`src/rtl/fba_pkg.sv`:
```
package fba_pkg;
  // Kind of decision taken by the arbiter in one cycle.
  typedef enum logic [1:0] {
    DEC_IDLE = 2'd0,
    DEC_KEEP = 2'd1,
    DEC_ARB  = 2'd2,
    DEC_INTR = 2'd3
  } dec_e;
endpackage

```
`src/rtl/fba_lru_rank.sv`:
```
module fba_lru_rank #(
  parameter int N  = 5,
  parameter int RW = 3
) (
  input  logic                 clk,
  input  logic                 rst_n,
  input  logic                 upd,
  input  logic [N-1:0]         upd_oh,
  output logic [N-1:0][RW-1:0] rank_o
);
  // rank 0 is oldest, N-1 is newest
  localparam logic [RW-1:0] TOP = RW'(N - 1);

  logic [RW-1:0] win_rank;

  always_comb begin
    win_rank = '0;
    for (int k = 0; k < N; k++)
      if (upd_oh[k]) win_rank = win_rank | rank_o[k];
  end

  for (genvar k = 0; k < N; k++) begin : g_slot
    always_ff @(posedge clk or negedge rst_n) begin
      if (!rst_n)
        rank_o[k] <= RW'(k);
      else if (upd) begin
        if (upd_oh[k])
          rank_o[k] <= TOP;
        else if (rank_o[k] > win_rank)
          rank_o[k] <= rank_o[k] - RW'(1);
      end
    end

    // a fresh winner is the newest entry on the following cycle
    a_r7_newest_after_grant: assert property (@(posedge clk) disable iff (!rst_n)
      (upd && upd_oh[k]) |=> (rank_o[k] == TOP));
  end
endmodule

```
`src/rtl/fba_tenure_ctr.sv`:
```
module fba_tenure_ctr #(
  parameter int CW = 3
) (
  input  logic          clk,
  input  logic          rst_n,
  input  logic          start,
  input  logic          keep,
  output logic [CW-1:0] cnt_o
);
  localparam logic [CW-1:0] CMAX = '1;

  always_ff @(posedge clk or negedge rst_n) begin
    if (!rst_n)
      cnt_o <= '0;
    else if (start)
      cnt_o <= CW'(1);
    else if (keep) begin
      if (cnt_o != CMAX) cnt_o <= cnt_o + CW'(1);
    end else
      cnt_o <= '0;
  end

  // every new grant restarts the tenure at one cycle
  a_r5_restart: assert property (@(posedge clk) disable iff (!rst_n)
    start |=> (cnt_o == CW'(1)));
endmodule

```
`src/rtl/fba_winner_sel.sv`:
```
module fba_winner_sel #(
  parameter int N  = 5,
  parameter int RW = 3
) (
  input  logic [N-1:0]         cand,
  input  logic                 lru_mode,
  input  logic [N-1:0][RW-1:0] rank,
  output logic [N-1:0]         win_oh
);
  logic [N-1:0]  fix_oh;
  logic [N-1:0]  lru_oh;
  logic [RW-1:0] best;
  logic          found;

  // lowest index among candidates
  always_comb begin
    fix_oh = '0;
    for (int k = N - 1; k >= 0; k--)
      if (cand[k]) fix_oh = N'(1) << k;
  end

  // oldest rank among candidates
  always_comb begin
    lru_oh = '0;
    best   = '1;
    found  = 1'b0;
    for (int k = 0; k < N; k++) begin
      if (cand[k] && (!found || rank[k] < best)) begin
        best   = rank[k];
        lru_oh = N'(1) << k;
        found  = 1'b1;
      end
    end
  end

  assign win_oh = lru_mode ? lru_oh : fix_oh;
endmodule

```
`src/rtl/fair_bus_arbiter.sv`:
```
module fair_bus_arbiter #(
  parameter int N  = 5,
  parameter int CW = 3
) (
  input  logic         clk,
  input  logic         rst_n,
  input  logic         lru_mode_i,
  input  logic         cap_en_i,
  input  logic [N-1:0] req_i,
  input  logic [N-1:0] intr_i,
  output logic [N-1:0] grant_o
);
  import fba_pkg::*;

  localparam int IW = (N > 1) ? $clog2(N) : 1;
  localparam int RW = IW;

  logic [N-1:0]         grant_q, grant_d, intr_oh, others, cand, win_oh;
  logic [N-1:0][RW-1:0] rank;
  logic [IW-1:0]        own_idx;
  logic [CW-1:0]        cnt, cap_lim;
  logic                 busy, owner_req, cap_hit, keep, start;
  dec_e                 dec;

  always_comb begin
    own_idx = '0;
    for (int k = 0; k < N; k++)
      if (grant_q[k]) own_idx = IW'(k);
  end

  assign busy      = |grant_q;
  assign owner_req = |(grant_q & req_i);
  assign cap_lim   = CW'(own_idx) + CW'(1);
  assign cap_hit   = cap_en_i && busy && (cnt == cap_lim);
  assign intr_oh   = intr_i & (~intr_i + N'(1));
  assign others    = req_i & ~grant_q;
  // a capped owner steps aside only when someone else is waiting
  assign cand      = (owner_req && cap_hit && |others) ? others : req_i;

  fba_winner_sel #(.N(N), .RW(RW)) u_sel (
    .cand     (cand),
    .lru_mode (lru_mode_i),
    .rank     (rank),
    .win_oh   (win_oh)
  );

  always_comb begin
    if (|intr_i)                  dec = DEC_INTR;
    else if (owner_req && !cap_hit) dec = DEC_KEEP;
    else if (|win_oh)             dec = DEC_ARB;
    else                          dec = DEC_IDLE;
  end

  always_comb begin
    unique case (dec)
      DEC_INTR: grant_d = intr_oh;
      DEC_KEEP: grant_d = grant_q;
      DEC_ARB:  grant_d = win_oh;
      default:  grant_d = '0;
    endcase
  end

  assign keep  = (dec == DEC_KEEP);
  assign start = (dec == DEC_INTR) || (dec == DEC_ARB);

  fba_tenure_ctr #(.CW(CW)) u_ten (
    .clk   (clk),
    .rst_n (rst_n),
    .start (start),
    .keep  (keep),
    .cnt_o (cnt)
  );

  fba_lru_rank #(.N(N), .RW(RW)) u_lru (
    .clk    (clk),
    .rst_n  (rst_n),
    .upd    (start),
    .upd_oh (grant_d),
    .rank_o (rank)
  );

  always_ff @(posedge clk or negedge rst_n) begin
    if (!rst_n) grant_q <= '0;
    else        grant_q <= grant_d;
  end

  assign grant_o = grant_q;

  // never more than one owner
  a_r2_onehot: assert property (@(posedge clk) disable iff (!rst_n)
    $onehot0(grant_q));

  // interrupt winner is a raised interrupt with none raised below it
  a_r9_lowest_intr: assert property (@(posedge clk) disable iff (!rst_n)
    (|intr_i) |=> (((grant_q & $past(intr_i)) != '0) &&
                   (((grant_q - N'(1)) & $past(intr_i)) == '0)));

  // tenure counter never passes the owner's cap
  a_r5_cap_bound: assert property (@(posedge clk) disable iff (!rst_n)
    (cap_en_i && busy) |-> (cnt <= cap_lim));

  // uncapped owner that still requests is kept
  a_r4_hold: assert property (@(posedge clk) disable iff (!rst_n)
    (!cap_en_i && owner_req && !(|intr_i)) |=> $stable(grant_q));

  // any pending request yields a grant on the next edge
  a_r10_no_gap: assert property (@(posedge clk) disable iff (!rst_n)
    ((|req_i) && !(|intr_i)) |=> busy);

  // nothing pending leaves the bus idle
  a_r11_release: assert property (@(posedge clk) disable iff (!rst_n)
    (!(|req_i) && !(|intr_i)) |=> !busy);
endmodule

```
`config.mk`:
```
export PLATFORM = sky130hd
export DESIGN_NAME = fair_bus_arbiter
export DESIGN_NICKNAME = d
export VERILOG_FILES = /design/src/rtl/fba_pkg.sv /design/src/rtl/fba_lru_rank.sv /design/src/rtl/fba_tenure_ctr.sv /design/src/rtl/fba_winner_sel.sv /design/src/rtl/fair_bus_arbiter.sv
export SDC_FILE = /design/constraint.sdc
export NUM_CORES = 1
export LEC_CHECK = 0
export ABC_AREA = 1
export BUFFER_PORTS_ARGS = -buffer_cell sky130_fd_sc_hd__buf_4
export CAP_MARGIN = 20
export CORE_MARGIN = 10
export CORE_UTILIZATION = 45
export DETAILED_ROUTE_END_ITERATION = 7
export PLACE_DENSITY = 0.67
export SETUP_SLACK_MARGIN = 0.05
export SLEW_MARGIN = 20
export SYNTH_ARGS = -nofsm -noshare
export SYNTH_HDL_FRONTEND = slang
export SYNTH_SLANG_ARGS = --single-unit
```
`constraint.sdc`:
```
create_clock -name clk -period 5.8 [get_ports clk]
set_input_delay 1.16 -clock clk [delete_from_list [all_inputs] [get_ports clk]]
set_output_delay 1.16 -clock clk [all_outputs]
set_load 0.1 [all_outputs]
```
Word-level counts from Yosys, hierarchy flattened:

Index checks and enable logic that the tools add are counted.

* memories: 0
* bits in latches: 0
* logic and storage cells: 119
* register bits after elaboration: 23
* memory bits (writable): 0
* memory bits (read-only): 0
* bits of input ports: 14

* bitwise gates (word level): 9
* div/mod/pow operators: 0
* add/subtract/negate cells: 8
* magnitude comparators: 9
* equal/unequal tests: 6
* multiplexer cells: 46
* shift operators: 0
* $mul: 0
* reductions and logical operators: 34

Operators by type and width (number)
* two-way mux 3 bit: 25
* two-way mux 5 bit: 8
* OR reduction 5 bit: 5
* AND 5 bit: 3
* greater-than comparator 3 bit: 5
* one-hot mux 5 bit (3 select lines): 1
* subtractor 3 x 1 -> 3 bit, second input constant: 5
* less-than comparator 3 bit: 4
* bitwise OR 3 bit: 4
* two-way mux 2 bit: 5
* inverter 5 bit: 2
* AND reduction 2 bit: 5
* nonzero test 2 bit: 5
* logical AND 1 bit: 9
* adder 3 x 1 -> 3 bit, second input constant: 2
* two-way mux 1 bit: 6
* adder 5 x 1 -> 5 bit, second input constant: 1
* zero test 1 bit: 5
* logical OR 1 bit: 5
* equality test 2 bit, second input constant: 2
* two-way mux 4 bit: 1
* equality test 3 bit: 1
* != test 3 x 1 -> 1 bit, second input constant: 1
* != test 3 bit, second input constant: 1
* equality test 2 x 1 -> 1 bit, second input constant: 1

Depth between registers and ports, before layout:

* depth after elaboration: 46
* depth in mapped cells: 64
* depth with buffers taken out: 64

Cells and area by module:

Synthesis repeated with hierarchy kept, for this count alone.

* cells, all modules: 408
* area, all modules: 2622.5 um^2

Modules (own cells, without submodules)
* fba_lru_rank: area each 1321.3 um^2, cells each 188, seq. area each 381.6 um^2, instances 1
* fair_bus_arbiter: area each 613.1 um^2, cells each 97, seq. area each 125.1 um^2, instances 1
* fba_winner_sel: area each 531.8 um^2, cells each 104, seq. area each 0.0 um^2, instances 1
* fba_tenure_ctr: area each 156.4 um^2, cells each 19, seq. area each 75.1 um^2, instances 1

Worst setup path after synthesis:

OpenSTA, ideal clock, no wires.

* kind: input-to-reg
* start: input port req_i[0]
* end: register u_lru.rank_o[5] (netlist name)
* setup slack: -949 ps
* path buffers: 0
* arrival: 6626 ps
* data required time: 5677 ps
* library setup time: 123 ps
* cell stages on the path: 54
* cell sequence: nand2_1 > o21ai_0 > nor2_1 > nor2_1 > nand3_2 > nand2_1 > nand2_2 > inv_1 > nor2_1 > ha_1 > inv_1 > a21oi_1 > nand2_1 > nand2_1 > nand2_2 > nand2_4 > o21ai_0 > ha_1 > [... 18 more ...] > nand2_4 > nand2_2 > nand2_1 > nor2_2 > nand3_2 > nand3_2 > nand2_2 > nand2_1 > o21ai_1 > nor2_1 > ha_1 > a21oi_1 > o21ai_0 > nand2_1 > nand3_1 > nand2_4 > nand2_1 > a21boi_1

* elaborated cells between the ends (all ways): 65
* classes of those cells: 5 x order compare; 3 x eq/ne; 30 x mux; 6 x bitwise; 21 x reduce/logical

RTL lines
* from (decl): line fair_bus_arbiter.sv:9 `input logic [N-1:0] req_i,`
* AND 5 bit: line fair_bus_arbiter.sv:32 `assign owner_req = |(grant_q & req_i);`
* OR reduction 5 bit: line fair_bus_arbiter.sv:32
* logical AND 1 bit (2 in series): line fair_bus_arbiter.sv:38 `assign cand = (owner_req && cap_hit && |others) ? others : req_i;`
* two-way mux 5 bit: line fair_bus_arbiter.sv:38
* two-way mux 3 bit / two-way mux 1 bit (equally long branches): line fba_winner_sel.sv:28 `if (cand[k] && (!found || rank[k] < best)) begin`
* less-than comparator 3 bit / zero test 1 bit (equally long branches): line fba_winner_sel.sv:28
* logical OR 1 bit: line fba_winner_sel.sv:28
* logical AND 1 bit: line fba_winner_sel.sv:28
* [... 20 more ...]
* via grant_d[2]: line fair_bus_arbiter.sv:18 `logic [N-1:0] grant_q, grant_d, intr_oh, others, cand, win_oh;`
* two-way mux 3 bit *: line fba_lru_rank.sv:19 `if (upd_oh[k]) win_rank = win_rank | rank_o[k];`
* bitwise OR 3 bit: line fba_lru_rank.sv:19
* two-way mux 3 bit *: line fba_lru_rank.sv:19
* bitwise OR 3 bit: line fba_lru_rank.sv:19
* two-way mux 3 bit *: line fba_lru_rank.sv:19
* greater-than comparator 3 bit *: line fba_lru_rank.sv:29 `else if (rank_o[k] > win_rank)`
* nonzero test 2 bit (no line) *
* AND reduction 2 bit (no line) *
* to (signal, indexed assignment): line fba_lru_rank.sv:25 `rank_o[k] <= RW'(k);`
* to (signal, indexed assignment): line fba_lru_rank.sv:30 `rank_o[k] <= rank_o[k] - RW'(1);`
* to (decl): line fba_lru_rank.sv:9 `output logic [N-1:0][RW-1:0] rank_o`

The timed path passes the listed nets; every way through them passes the cells marked *.
A chain may end at the register's enable or synchronous reset.

Worst setup path in the final report:

* start: input port req_i[4]
* end: register u_lru.rank_o[11] (netlist name)

Same word-level chain as after synthesis.

==> out/summary.md <==
Setup repair after global routing could not meet its margin everywhere. In the layout the commonest cells are sky130_fd_sc_hd__buf_4 (98), sky130_fd_sc_hd__nand2_1 (81), sky130_fd_sc_hd__inv_1 (42). Number of iterations in the first detailed-routing pass: 4.

The tools report the number of nets at the end of the flow as 523. The kind of capture point of the worst setup path was a register. The portion of synthesized area spent on multiplexers is 0%.

Across all register-to-register paths, the minimum setup slack is -0.58 ns. The tightest min-delay check is of the reg -> reg type. On the final layout, the worst hold slack is 0.498 ns.

The total area inside the core boundary comes to 5140 um2. The die is 93.2 um tall. The synthesized netlist occupies a cell area of 2410 um2. The main combinational cell family by area after synthesis was simple AND/OR/NAND/NOR gates. The final layout contains routed wiring with a total length of 8300 um. The count of cells in the finished layout, fillers not included, comes to 550. In this run the tightest slew margin relative to its limit is 45.3%. Global routing used 18.4% of the available tracks across all layers. CTS saw 23 sinks. Row count: 26.

Across the run, the number of max-cap violations was 0. The number of levels the H-tree was split into was 1; the routed wire length per instance was 15.1 um. Relative to the synthesized area, the layout overhead comes to 59.2%.

The filler cells instantiated in the layout total 365. Synthesis produced a netlist with a net count of 409. The design draws 2.18 mW. The initial cell density of the core came out at 46.9%.

For this design the top-level I/O count stands at 19. From left edge to right edge, the die measures 93.2 um. The total number of yosys warnings came out at 0. Of the available clock period, the critical path in the final layout requires 117%. The worst path in the final design needs a cycle of 6.78 ns, including I/O delays and setup. At the pin with the least slew margin, the transition time is 0.820 ns.

The detail route stage leaves a number of antenna-violating nets equal to 0. In this run the critical register-to-register path is launched from grant_o[3]$_DFF_PN0_. For this block, the initial DRC count from the detailed router was 199.

Counting tap cells, the placed design contains a total of 512 instances. Registers take 582 um2. The ratio of cells with drive above 1 in the final layout was 47.9%.

The maximum number of pins on one net before global-route repair was 24; the number of buffers created by CTS was 3. The library cell used most frequently in the layout, excluding fill and tap cells, is sky130_fd_sc_hd__buf_4. At the worst endpoint, the arrival time is 6.95 ns.

Number of global-route vias before repair: 2,820. Counting flops and latches in the post-synthesis netlist gives 23. The number of vias in the routed layout was 2,926; the post-synthesis xor/xnor area fraction was 2.18%. Data on the critical path is required at its endpoint by 5.97 ns. In this run the critical register-to-register path is captured at u_lru.rank_o[11]$_DFFE_PN0P_. The total non-filler cell area in the finished layout came out at 3830 um2. TritonCTS built the clock tree.

The number of failing hold endpoints at the final stage came out at 0. The DRC violation count after routing was 0. Setup violations remaining at the end of the flow were counted as 16.

Power spread over the standard cell area amounts to 567 nW/um2. The floorplan step defined a die boundary enclosing 8680 um2. The hold buffer count at cts was 0. After routing, the total negative slack on setup checks comes to -13.12 ns.

0 antenna diodes ended up in the layout. The final number of max-transition violations was 0; the wire length of the first global-routing pass was 13,300 um. The hold path depth is 1. For the number of buffers on the longest clock path, the log shows 2. The unique cell type count in the Yosys netlist is 27. The final weighted congestion in routability-driven placement is 0.889. For this design, the slowest cell found on the critical path is sky130_fd_sc_hd__ha_1. In this run the most critical hold path is launched from u_lru.rank_o[0]$_DFFE_PN0P_. Highest fanout seen on the critical path: 5. The tree is rooted in a sky130_fd_sc_hd__clkbuf_8. The residual overflow from global routing is 0. In this run the static leakage power is 1.99 nW. Part of the Yosys area used for sequential elements: 24.2%.

The port buffer count came out at 18. Between clock sinks in the finished design, the worst skew comes to 0.00117 ns. Detailed placement ended at an HPWL of 5480 um. Of the total synthesized cell area, the portion taken by AND, OR, NAND and NOR gates is 39.3%. Based on the critical path, the design can be clocked at up to 147 MHz. The initial antenna violation count is 0. The setup path with the least slack is of type in -> reg. Clock latency on the worst-skew pair, taken at its later pin, is 0.27 ns.

The synthesized-area fraction occupied by adder cells came out at 14.5%. The number of cells on the worst reg-to-reg path is 58. Synthesis produced a netlist whose cell count is 367. Summing all multi-input logic gate instances after layout gives 2020 um2. Using the TritonRoute via totals, the vias-per-cell ratio works out to 5.32. The synthesized netlist devotes 11.0% of its cell area to compound gates. After clock tree synthesis, the clock-pin slew on the worst setup and hold paths is 0.09 ns. In this run the worst setup path begins at req_i[4]. For the worst IR drop on VDD, the log shows 0.000377 V.

The stage delay of the slowest cell on the critical path was 0.30 ns. The flow ran to the end, but the final reports show violations. The logs give -1.33 ns for the pre-CTS setup slack and 74.6% for the post-route core utilization. In this run the mean area of a mapped cell was 6.56 um2.

Worst-case setup margin in the final layout: -0.980 ns. STA classifies the critical path startpoint as a primary input. Once placement finished, the instance area stood at 3130 um2.

The checks that failed: setup timing. The sink of the worst hold path was u_lru.rank_o[0]$_DFFE_PN0P_.
[worst max path at each step]
stage | to | slack, ns | depth (start not counted)
floorplan | u_lru.rank_o[5]$_DFFE_PN0P_ | -0.75 | 56
global placement | u_lru.rank_o[5]$_DFFE_PN0P_ | -1.13 | 57
detailed placement | u_lru.rank_o[4]$_DFFE_PN0P_ | -1.33 | 58
CTS | u_lru.rank_o[11]$_DFFE_PN0P_ | -0.72 | 60
global route | u_lru.rank_o[11]$_DFFE_PN0P_ | -1.43 | 60
finish | u_lru.rank_o[11]$_DFFE_PN0P_ | -0.98 | 58
[critical path: cells and delay by family]
kind | cells | cell delay (ns)
AND/OR/NAND/NOR | 33 | 2.77
AO/OA/AOI/OAI | 7 | 0.67
adder cells (fa/ha/maj) | 4 | 1.10
buffers and inverters | 14 | 1.23
[sequential cells by signal (all words and copies together) (netlist names)]
name	cells
u_lru.rank_o	15
u_ten.cnt_o	3
grant_o	5
[metal layers]
metal / track usage (%) / part of all wire, % / vias to the layer above
li1: - / - / 1424
met1: 22.6 / 41 / 1386
met2: 32.0 / 51 / 93
met3: 2.72 / 5.0 / 23
met4: 5.91 / 3.0 / 0
met5: 0 / 0 / -
[power breakdown]
group	total, mW	internal [mW]	switching, mW
Sequential	0.321	0.234	0.0863
Combinational	1.75	0.808	0.939
Clock	0.107	0.0488	0.0587
Total	2.18	1.09	1.08
[cell usage after synthesis]
master	n	area [um2]
sky130_fd_sc_hd__nor3_1	2	10.0
sky130_fd_sc_hd__xnor2_1	3	26.3
sky130_fd_sc_hd__xor2_1	3	26.3
sky130_fd_sc_hd__inv_1	46	173
sky130_fd_sc_hd__clkinv_1	1	3.75
sky130_fd_sc_hd__nand2_4	6	67.6
sky130_fd_sc_hd__nor4_1	1	6.26
sky130_fd_sc_hd__a21oi_4	1	16.3
sky130_fd_sc_hd__nand3_2	5	50.1
sky130_fd_sc_hd__inv_4	1	6.26
sky130_fd_sc_hd__a21boi_1	2	15.0
sky130_fd_sc_hd__inv_2	8	30.0
sky130_fd_sc_hd__nand2_2	12	75.1
sky130_fd_sc_hd__a22oi_1	2	15.0
sky130_fd_sc_hd__nand2_1	111	417
sky130_fd_sc_hd__o211ai_1	1	7.51
sky130_fd_sc_hd__nor2_2	5	31.3
sky130_fd_sc_hd__o22ai_1	1	6.26
sky130_fd_sc_hd__o21ai_0	19	95.1
sky130_fd_sc_hd__dfrtp_1	18	450
sky130_fd_sc_hd__dfstp_2	5	131
sky130_fd_sc_hd__a21oi_1	12	60.1
sky130_fd_sc_hd__nand4_1	2	12.5
sky130_fd_sc_hd__nand3_1	35	175
sky130_fd_sc_hd__ha_1	28	350
sky130_fd_sc_hd__nor2_1	27	101
sky130_fd_sc_hd__o21ai_1	10	50.1
[final cells by class]
cell class | count | share of cell area (%)
sequential | 23 | 15.2
timing repair buffer | 109 | 22.7
multi-input combinational | 288 | 52.6
inverter | 56 | 5.94
clock inverter | 1 | 0.196
clock buffer | 3 | 1.08
tap | 70 | 2.28
[cell families (layout without fill, tap and decap cells)]
| group | after synthesis | after routing |
|---|---|---|
| AOI/OAI and AO/OA | 48 | 48 |
| buffers and inverters | 56 | 169 |
| and+or+nand+nor | 206 | 206 |
| xor gates and xnor gates | 6 | 6 |
| adders and majority gates | 28 | 28 |
| DFF | 23 | 23 |
[timing repair]
action                     in CTS  in global routing
buffers inserted               25                  9
resized for setup              46                 41
pin swaps                      51                 51
setup endpoints to repair      15                 20
(Power assumes the default switching activity.)
